## config.mk

```make
export PLATFORM = sky130hd
export DESIGN_NAME = aad_mux_master
export DESIGN_NICKNAME = d
export VERILOG_FILES = /design/src/rtl/aad_pkg.sv /design/src/rtl/aad_cfg_check.sv /design/src/rtl/aad_timebase.sv /design/src/rtl/aad_strobe_gen.sv /design/src/rtl/aad_mux_master.sv
export SDC_FILE = /design/constraint.sdc
export NUM_CORES = 1
export LEC_CHECK = 0
export ABC_AREA = 1
export BUFFER_PORTS_ARGS = -buffer_cell sky130_fd_sc_hd__buf_2
export CAP_MARGIN = 30
export CORE_ASPECT_RATIO = 1.25
export CORE_MARGIN = 1
export CORE_UTILIZATION = 50
export CTS_CLUSTER_SIZE = 24
export DETAILED_ROUTE_END_ITERATION = 10
export PLACE_DENSITY = 0.74
export REMOVE_ABC_BUFFERS = 1
export SLEW_MARGIN = 20
export SYNTH_ARGS = -nofsm -noshare
export SYNTH_HDL_FRONTEND = slang
export SYNTH_HIERARCHICAL = 1
export SYNTH_SLANG_ARGS = --single-unit
```

## constraint.sdc

```tcl
create_clock -name clk -period 5.46 [get_ports clk]
set_input_delay 0.273 -clock clk [delete_from_list [all_inputs] [get_ports clk]]
set_output_delay 0.273 -clock clk [all_outputs]
set_load 0.01 [all_outputs]
```

## src/rtl/aad_pkg.sv

```systemverilog
package aad_pkg;
  localparam int unsigned WORD_W = 16;
  localparam int unsigned CNT_W  = 6;

  typedef enum logic [1:0] {
    DIV_BY1 = 2'd0,
    DIV_BY2 = 2'd1,
    DIV_BY4 = 2'd2,
    DIV_RSV = 2'd3
  } div_code_e;

  typedef enum logic [1:0] {
    BUS_HI_ADDR = 2'd0,
    BUS_LO_ADDR = 2'd1,
    BUS_DATA    = 2'd2
  } bus_sel_e;

  function automatic logic [1:0] div_last(input logic [1:0] code);
    case (code)
      DIV_BY2: div_last = 2'd1;
      DIV_BY4: div_last = 2'd3;
      default: div_last = 2'd0;
    endcase
  endfunction
endpackage

```

## src/rtl/aad_cfg_check.sv

```systemverilog
module aad_cfg_check #(
  parameter int unsigned TW = 6
) (
  input  logic [1:0]    div_code,
  input  logic [TW-1:0] cs_on,
  input  logic [TW-1:0] cs_rd_off,
  input  logic [TW-1:0] cs_wr_off,
  input  logic [TW-1:0] adv1_on,
  input  logic [TW-1:0] adv1_off,
  input  logic [TW-1:0] adv2_on,
  input  logic [TW-1:0] adv2_rd_off,
  input  logic [TW-1:0] adv2_wr_off,
  input  logic [TW-1:0] oe1_on,
  input  logic [TW-1:0] oe1_off,
  input  logic [TW-1:0] oe_on,
  input  logic [TW-1:0] oe_off,
  input  logic [TW-1:0] wdata_on,
  input  logic [TW-1:0] cycle_end,
  output logic          err
);
  logic addr_bad, oe_bad, cs_bad, div_bad;

  always_comb begin
    addr_bad = (adv1_off <= adv1_on) || (adv2_on < adv1_off) ||
               (adv2_rd_off <= adv2_on) || (adv2_wr_off <= adv2_on);
    oe_bad   = (oe1_off <= oe1_on) || (oe1_off > adv2_on) ||
               (oe_on < adv2_rd_off) || (oe_off <= oe_on) ||
               (oe_off > cycle_end) || (wdata_on < adv2_wr_off);
    cs_bad   = (cs_rd_off <= cs_on) || (cs_wr_off <= cs_on) ||
               (cs_rd_off >= cycle_end) || (cs_wr_off >= cycle_end);
    div_bad  = (div_code == aad_pkg::DIV_RSV);
    err      = addr_bad || oe_bad || cs_bad || div_bad;
  end
endmodule

```

## src/rtl/aad_timebase.sv

```systemverilog
module aad_timebase #(
  parameter int unsigned TW = 6
) (
  input  logic          clk,
  input  logic          rst,
  input  logic          start,
  input  logic [1:0]    ph_last,
  input  logic [TW-1:0] cycle_end,
  output logic          act_q,
  output logic [TW-1:0] k_q,
  output logic [1:0]    ph_q,
  output logic          act_n,
  output logic [TW-1:0] k_n,
  output logic [1:0]    ph_n,
  output logic          period_end,
  output logic          final_edge
);
  logic [TW-1:0] k_inc;

  always_comb begin
    k_inc      = k_q + 1'b1;
    period_end = act_q && (ph_q == ph_last);
    final_edge = period_end && (k_inc == cycle_end);
    act_n = act_q;
    k_n   = k_q;
    ph_n  = ph_q;
    if (start) begin
      act_n = 1'b1;
      k_n   = '0;
      ph_n  = '0;
    end else if (act_q) begin
      if (period_end) begin
        ph_n = '0;
        if (final_edge) begin
          act_n = 1'b0;
          k_n   = '0;
        end else begin
          k_n = k_inc;
        end
      end else begin
        ph_n = ph_q + 2'd1;
      end
    end
  end

  always_ff @(posedge clk) begin
    if (rst) begin
      act_q <= 1'b0;
      k_q   <= '0;
      ph_q  <= '0;
    end else begin
      act_q <= act_n;
      k_q   <= k_n;
      ph_q  <= ph_n;
    end
  end
endmodule

```

## src/rtl/aad_strobe_gen.sv

```systemverilog
module aad_strobe_gen #(
  parameter int unsigned TW = 6
) (
  input  logic          act,
  input  logic [TW-1:0] k,
  input  logic [1:0]    ph,
  input  logic          write,
  input  logic [1:0]    div_code,
  input  logic          cs_extra,
  input  logic [TW-1:0] cs_on,
  input  logic [TW-1:0] cs_rd_off,
  input  logic [TW-1:0] cs_wr_off,
  input  logic [TW-1:0] adv1_on,
  input  logic [TW-1:0] adv1_off,
  input  logic [TW-1:0] adv2_on,
  input  logic [TW-1:0] adv2_rd_off,
  input  logic [TW-1:0] adv2_wr_off,
  input  logic [TW-1:0] oe1_on,
  input  logic [TW-1:0] oe1_off,
  input  logic [TW-1:0] oe_on,
  input  logic [TW-1:0] oe_off,
  input  logic [TW-1:0] wdata_on,
  output logic          cs_lo,
  output logic          adv_lo,
  output logic          oe_lo,
  output logic          we_lo,
  output logic          drive,
  output aad_pkg::bus_sel_e sel,
  output logic          clk_hi
);
  import aad_pkg::*;

  function automatic logic in_win(input logic [TW-1:0] t, input logic [TW-1:0] on,
                                  input logic [TW-1:0] off);
    in_win = (t >= on) && (t < off);
  endfunction

  logic [1:0]    half;
  logic          late_half;
  logic [TW-1:0] cs_off, adv2_off, k_prev;
  logic          cs_win_now, cs_win_prev;

  always_comb begin
    half      = (div_code == DIV_BY4) ? 2'd2 : 2'd1;
    late_half = (ph >= half);
    cs_off    = write ? cs_wr_off : cs_rd_off;
    adv2_off  = write ? adv2_wr_off : adv2_rd_off;
    k_prev    = k - 1'b1;
    cs_win_now  = in_win(k, cs_on, cs_off);
    cs_win_prev = (k != '0) && in_win(k_prev, cs_on, cs_off);

    if (cs_extra && (div_code != DIV_BY1))
      cs_lo = act && (late_half ? cs_win_now : cs_win_prev);
    else
      cs_lo = act && cs_win_now;

    adv_lo = act && (in_win(k, adv1_on, adv1_off) || in_win(k, adv2_on, adv2_off));
    oe_lo  = act && (in_win(k, oe1_on, oe1_off) || (!write && in_win(k, oe_on, oe_off)));
    we_lo  = act && write && in_win(k, adv2_on, adv2_wr_off);

    sel   = BUS_HI_ADDR;
    drive = act;
    if (k >= adv2_on) begin
      if (write) begin
        sel = (k >= wdata_on) ? BUS_DATA : BUS_LO_ADDR;
      end else begin
        sel   = BUS_LO_ADDR;
        drive = act && (k < oe_on);
      end
    end

    clk_hi = act && (ph < half);
  end
endmodule

```

## src/rtl/aad_mux_master.sv

```systemverilog
module aad_mux_master #(
  parameter int unsigned DW = 16,
  parameter int unsigned TW = 6
) (
  input  logic              clk,
  input  logic              rst,
  input  logic [1:0]        cfg_div,
  input  logic              cfg_cs_extra,
  input  logic [TW-1:0]     cfg_cs_on,
  input  logic [TW-1:0]     cfg_cs_rd_off,
  input  logic [TW-1:0]     cfg_cs_wr_off,
  input  logic [TW-1:0]     cfg_adv1_on,
  input  logic [TW-1:0]     cfg_adv1_off,
  input  logic [TW-1:0]     cfg_adv2_on,
  input  logic [TW-1:0]     cfg_adv2_rd_off,
  input  logic [TW-1:0]     cfg_adv2_wr_off,
  input  logic [TW-1:0]     cfg_oe1_on,
  input  logic [TW-1:0]     cfg_oe1_off,
  input  logic [TW-1:0]     cfg_oe_on,
  input  logic [TW-1:0]     cfg_oe_off,
  input  logic [TW-1:0]     cfg_wdata_on,
  input  logic [TW-1:0]     cfg_cycle_end,
  output logic              cfg_err,
  input  logic              req,
  input  logic              req_write,
  input  logic [2*DW-1:0]   req_addr,
  input  logic [DW-1:0]     req_wdata,
  output logic              done,
  output logic [DW-1:0]     rdata,
  output logic              bus_clk,
  output logic              cs_n,
  output logic              adv_n,
  output logic              oe_n,
  output logic              we_n,
  output logic [DW-1:0]     ad_out,
  output logic              ad_oe,
  input  logic [DW-1:0]     ad_in
);
  import aad_pkg::*;

  localparam int unsigned AW = 2 * DW;

  logic          start;
  logic          act_q, act_n, period_end, final_edge;
  logic [TW-1:0] k_q, k_n, rd_last;
  logic [1:0]    ph_q, ph_n;
  logic [AW-1:0] addr_q, addr_n;
  logic [DW-1:0] wd_q, wd_n;
  logic          wr_q, wr_n;
  logic          cs_lo, adv_lo, oe_lo, we_lo, drive, clk_hi;
  bus_sel_e      sel;
  logic          bclk_q;

  aad_cfg_check #(.TW(TW)) u_chk_cfg (
    .div_code(cfg_div), .cs_on(cfg_cs_on), .cs_rd_off(cfg_cs_rd_off),
    .cs_wr_off(cfg_cs_wr_off), .adv1_on(cfg_adv1_on), .adv1_off(cfg_adv1_off),
    .adv2_on(cfg_adv2_on), .adv2_rd_off(cfg_adv2_rd_off), .adv2_wr_off(cfg_adv2_wr_off),
    .oe1_on(cfg_oe1_on), .oe1_off(cfg_oe1_off), .oe_on(cfg_oe_on), .oe_off(cfg_oe_off),
    .wdata_on(cfg_wdata_on), .cycle_end(cfg_cycle_end), .err(cfg_err)
  );

  assign start = req && !act_q && !cfg_err;

  aad_timebase #(.TW(TW)) u_tb (
    .clk(clk), .rst(rst), .start(start), .ph_last(div_last(cfg_div)),
    .cycle_end(cfg_cycle_end), .act_q(act_q), .k_q(k_q), .ph_q(ph_q),
    .act_n(act_n), .k_n(k_n), .ph_n(ph_n), .period_end(period_end),
    .final_edge(final_edge)
  );

  always_comb begin
    addr_n = start ? req_addr  : addr_q;
    wd_n   = start ? req_wdata : wd_q;
    wr_n   = start ? req_write : wr_q;
  end

  aad_strobe_gen #(.TW(TW)) u_sg (
    .act(act_n), .k(k_n), .ph(ph_n), .write(wr_n), .div_code(cfg_div),
    .cs_extra(cfg_cs_extra), .cs_on(cfg_cs_on), .cs_rd_off(cfg_cs_rd_off),
    .cs_wr_off(cfg_cs_wr_off), .adv1_on(cfg_adv1_on), .adv1_off(cfg_adv1_off),
    .adv2_on(cfg_adv2_on), .adv2_rd_off(cfg_adv2_rd_off), .adv2_wr_off(cfg_adv2_wr_off),
    .oe1_on(cfg_oe1_on), .oe1_off(cfg_oe1_off), .oe_on(cfg_oe_on), .oe_off(cfg_oe_off),
    .wdata_on(cfg_wdata_on), .cs_lo(cs_lo), .adv_lo(adv_lo), .oe_lo(oe_lo),
    .we_lo(we_lo), .drive(drive), .sel(sel), .clk_hi(clk_hi)
  );

  assign rd_last = cfg_oe_off - 1'b1;

  always_ff @(posedge clk) begin
    if (rst) begin
      addr_q <= '0;
      wd_q   <= '0;
      wr_q   <= 1'b0;
      cs_n   <= 1'b1;
      adv_n  <= 1'b1;
      oe_n   <= 1'b1;
      we_n   <= 1'b1;
      ad_oe  <= 1'b0;
      ad_out <= '0;
      bclk_q <= 1'b0;
      done   <= 1'b0;
      rdata  <= '0;
    end else begin
      addr_q <= addr_n;
      wd_q   <= wd_n;
      wr_q   <= wr_n;
      cs_n   <= !cs_lo;
      adv_n  <= !adv_lo;
      oe_n   <= !oe_lo;
      we_n   <= !we_lo;
      ad_oe  <= drive;
      bclk_q <= clk_hi;
      done   <= final_edge;
      if (!drive)
        ad_out <= '0;
      else begin
        case (sel)
          BUS_HI_ADDR: ad_out <= addr_n[AW-1:DW];
          BUS_LO_ADDR: ad_out <= addr_n[DW-1:0];
          default:     ad_out <= wd_n;
        endcase
      end
      if (period_end && !wr_q && (k_q == rd_last))
        rdata <= ad_in;
    end
  end

  assign bus_clk = (cfg_div == DIV_BY1) ? (clk & act_q) : bclk_q;
endmodule

```

# After elaboration in Yosys (flattened, before gate mapping)
# Cells that the tools add are included.
[classes]
bitwise_logic = 2
magnitude_cmp = 31
n_reduce_logical = 53
mux = 27
add_sub_neg = 4
eq_ne = 7
[ops]
columns = ["cell", "count"]
rows = [
  ["$lt A6 B6 Y1", 11],
  ["$ge A6 B6 Y1", 9],
  ["$le A6 B6 Y1", 7],
  ["$mux W6", 6],
  ["$mux W32", 1],
  ["$pmux W16 S2", 1],
  ["$logic_and A1 B1 Y1", 24],
  ["$logic_or A1 B1 Y1", 16],
  ["$mux W16", 1],
  ["$mux W2", 7],
  ["$eq A6 B6 Y1", 2],
  ["$gt A6 B6 Y1", 2],
  ["$sub A6 B1 Y6 const B", 2],
  ["$mux W1", 10],
  ["$logic_not A1 Y1", 8],
  ["$add A6 B1 Y6 const B", 1],
  ["$reduce_bool A6 Y1", 1],
  ["$eq A2 B1 Y1 const B", 2],
  ["$eq A2 B2 Y1 const B", 2],
  ["$logic_not A2 Y1", 2],
  ["$pmux W2 S2", 1],
  ["$add A2 B1 Y2 const B", 1],
  ["$eq A2 B2 Y1", 1],
  ["$ge A2 B2 Y1", 1],
  ["other kinds (5)", 5],
]
[totals]
reg_bits = 97
inputBits = 155
output_inout_bits = 40
wordCells = 139

# Logic depth before layout (Yosys ltp)
[logic_depth]
word_depth = 20
ltp_mapped = 37
ltp_nobuf = 35

# By module
# Netlist, hierarchy kept.
[by_module_without_submodules]
columns = ["module", "n_inst", "cells_each", "area_each_um2"]
rows = [
  ["aad_mux_master", 1, 533, 3916.3],
  ["aad_strobe_gen", 1, 369, 2307.2],
  ["aad_cfg_check", 1, 345, 2107.0],
  ["aad_timebase", 1, 143, 818.3],
]

==> impl_metrics.ini <==
[worst_setup_path]
r2r_end = ad_out[7]
arrival_ns = 4.75
crit_fanout = 7
required_ns = 5.82
startpoint = cfg_adv2_on[1]
crit_path_max_incr_delay_ns = 0.48
end_kind = register
crit_type = input port to register
path_depth = 31
startpoint_type = input port
timing.critical_path.to = ad_out[7]
rr_startpoint = u_tb/k_q[0]
crit_buf_inv = 8
r2r_cells = 24
cp_top_family = simple AND/OR/NAND/NOR gates
rrSetupSlack_ns = 1.25
crit_slowest_cell = nor2_1

[timing]
clock.fmax_mhz = 228
post-route-min-period_ns = 4.39
tns_ns = 0
tightest_slew_ns = 0.894
hold_violations = 0
relSlewSlack_pct = 40.4
worst_hold_slack_ns = 0.0859
finalClockSkew_ns = 0.0154
finalMaxSlewViolations = 0
fin_crit_sh_pct = 80.4
rsz0062_at_grt = no
setup_viol_count_final = 0
worst_slack_ns = 1.07

[cells_and_area]
fin_cells = 1807
final_common_cell = nand2_1
final_cell_mix = nand2_1, inv_1, buf_2
nFillCells = 1746
drive_above_1_share_pct = 17.8
area_growth_pct = 16.8
nets = 1896
final_util_pct = 60.4

[clock_tree]
cts_tree = yes
post-cts-setup-buffers = 0
cts_hold_buf = 0
cts.clk_slew.worst_paths_ns = 0.07
post_cts_resized = 0
clk-insertion-delay-late_ns = 0.46

[floorplan]
rows = 54
die_h_microns = 153
dieArea_sq_um = 18800
coreArea_sq_um = 17700
initial_utilization_pct = 51.7
die_x_microns = 123
ios = 195

[placed_design]
port_buffers = 194
post-dp-hpwl_mm = 20.0
gp_congestion = 0.921
dp_slack_ns = 0.605
dp.cells = 1785

[power_and_ir_drop]
p_sw_w = 0.000489
p_comb_share_pct = 18.2
total_leakage_power_nw = 6.26
clkPwrFrac_pct = 43.1
p_int_w = 0.00134
p_per_area_nw_per_um2 = 171
ir_worst_vdd_uv = 139
swShare_pct = 26.7
p_seq_share_pct = 38.6

[yosys]
synth_area_sq_um = 9150
synth_adder_area_share_pct = 22.7
synth-edff-count = 0
seq_area_frac_synth_pct = 21.2
yosysTopAreaCell = ha_1
netlist_instances = 1390
yosys.cell_types.count = 44
synth_top_family_by_area = simple AND/OR/NAND/NOR gates
postSynth.asyncResetShare_pct = 0
yosys.area.top_type_share_pct = 22.7
synth.avg_cell_area_sq_um = 6.58
synth_compound_area_share_pct = 13.8
synth_seq_cells = 97
synth_ff_type = dfxtp_1
yosysWarnings = 6
synth_xor_area_share_pct = 0.739
synth-simple-area-share_pct = 27.2
netlist_top_cells_area = ha_1, dfxtp_1, nand2_1, inv_1, nor2_1
muxShareOfSynthArea_pct = 0.547

[run]
maxCapViolations = 0

[route]
first_pass_iters = 5
post_drt_wl_per_cell_microns = 13.9
routed_via_density = 5.13
drtIter0Drc = 488
drt_wl_total_mm = 25.1
antenna_left = 0
num_vias = 9267
drc = 0

[grt]
grt_pass1_wl_mm = 40.5
grt_pass1_vias = 8769
gr-total-overflow = 0
grt_max_degree = 106
antenna_found_initial = 3
grt_usage_pct = 27.2

[hold_path]
whs_path_depth = 3
holdCritPathClass = input port to register

[outcome]
status = completed
==> cells in the mapped netlist (2+ instances only) <==
library cell and number:
nand3_2 2, or2_0 3, o21a_1 4, xor2_2 2
a21oi_2 5, xnor2_1 2, nand3_1 72, nor2_2 6
dfxtp_1 97, or2_1 11, nor2_4 2, o21ai_1 5
or2_2 21, a21oi_1 67, inv_2 7, buf_4 2
o21ai_0 84, o211ai_1 40, clkbuf_1 14, inv_1 272
nor2_1 147, nand2_2 10, nor3_1 2, mux2i_1 5
buf_2 10, buf_1 2, a21o_1 3, xor2_1 2
buf_6 7, ha_1 166, nand4_1 12, nand2_1 289
o21bai_1 6
==> power groups by stage <==
stage	sequential (W)	combinational, W	clock, W
after floorplan	0.000723	0.000187	0.0000000747
after global placement	0.000723	0.000322	0.0000000749
after detailed placement	0.000723	0.000331	0.0000000748
after CTS	0.000707	0.000333	0.000801
after global routing	0.000707	0.000385	0.000829
final	0.000707	0.000333	0.000789
==> cell families (layout without fill, tap and decap cells) <==
logic type	after synthesis	in the layout
and+or+nand+nor	582	582
buffers and inverters	315	505
AOI/OAI and AO/OA	219	219
adders and majority gates	166	166
DFF	97	97
xor gates and xnor gates	6	6
muxes	5	5
other	0	3
==> state kept, by name, summed over array words and instances (netlist names) <==
signal	cells
u_tb/ph_q	2
adv_n	1
rdata	16
wr_q	1
ad_out	16
addr_q	32
cs_n	1
done	1
ad_oe	1
oe_n	1
u_tb/k_q	6
wd_q	16
bclk_q	1
u_tb/act_q	1
we_n	1
==> final cells by class <==
| type | instances | area (sq um) | share of cell area [%] |
|---|---|---|---|
| diodes | 3 | 7.51 | 0.0703 |
| clock buffers | 15 | 313 | 2.93 |
| clock inverters | 5 | 88.8 | 0.831 |
| inverters | 279 | 1050 | 9.80 |
| multi-input cells | 978 | 5940 | 55.6 |
| flip-flops and latches | 97 | 1940 | 18.2 |
| well taps | 224 | 280 | 2.62 |
| repair buffers | 206 | 1060 | 9.95 |
==> tightest hold or removal path: cells and delay by family <==
| kind | cells | cell delay, ns |
|---|---|---|
| buf+inv | 1 | 0.08 |
| compound gates | 1 | 0.07 |
| simple gates | 1 | 0.08 |
==> per-layer routing <==
metal | routed length, microns | GRT usage (%) | vias up
li1 | - | - | 4809
met1 | 10500 | 31.7 | 4139
met2 | 12400 | 49.0 | 268
met3 | 1400 | 3.51 | 51
met4 | 782 | 11.8 | 0
met5 | 0 | 0 | -
==> worst min-delay path by stage <==
stage / startpoint / end / slack (ns)
after floorplan: rst / u_tb/k_q[1] / 0.34
after global placement: rdata[15] / rdata[15] / 0.46
after detailed placement: rdata[1] / rdata[1] / 0.47
after CTS: req_wdata[1] / wd_q[1] / 0.08
after global routing: req_wdata[2] / wd_q[2] / 0.09
final: req_wdata[1] / wd_q[1] / 0.09
==> stage by stage <==
step           total power (W)  cell area (sq um)
2_1_floorplan         0.000910               8930
3_5_place_dp           0.00105              10300
5_1_grt                0.00192              10700
3_3_place_gp           0.00105              10300
6_report               0.00183              10700
4_1_cts                0.00184              10700
(Power assumes the default switching activity.)
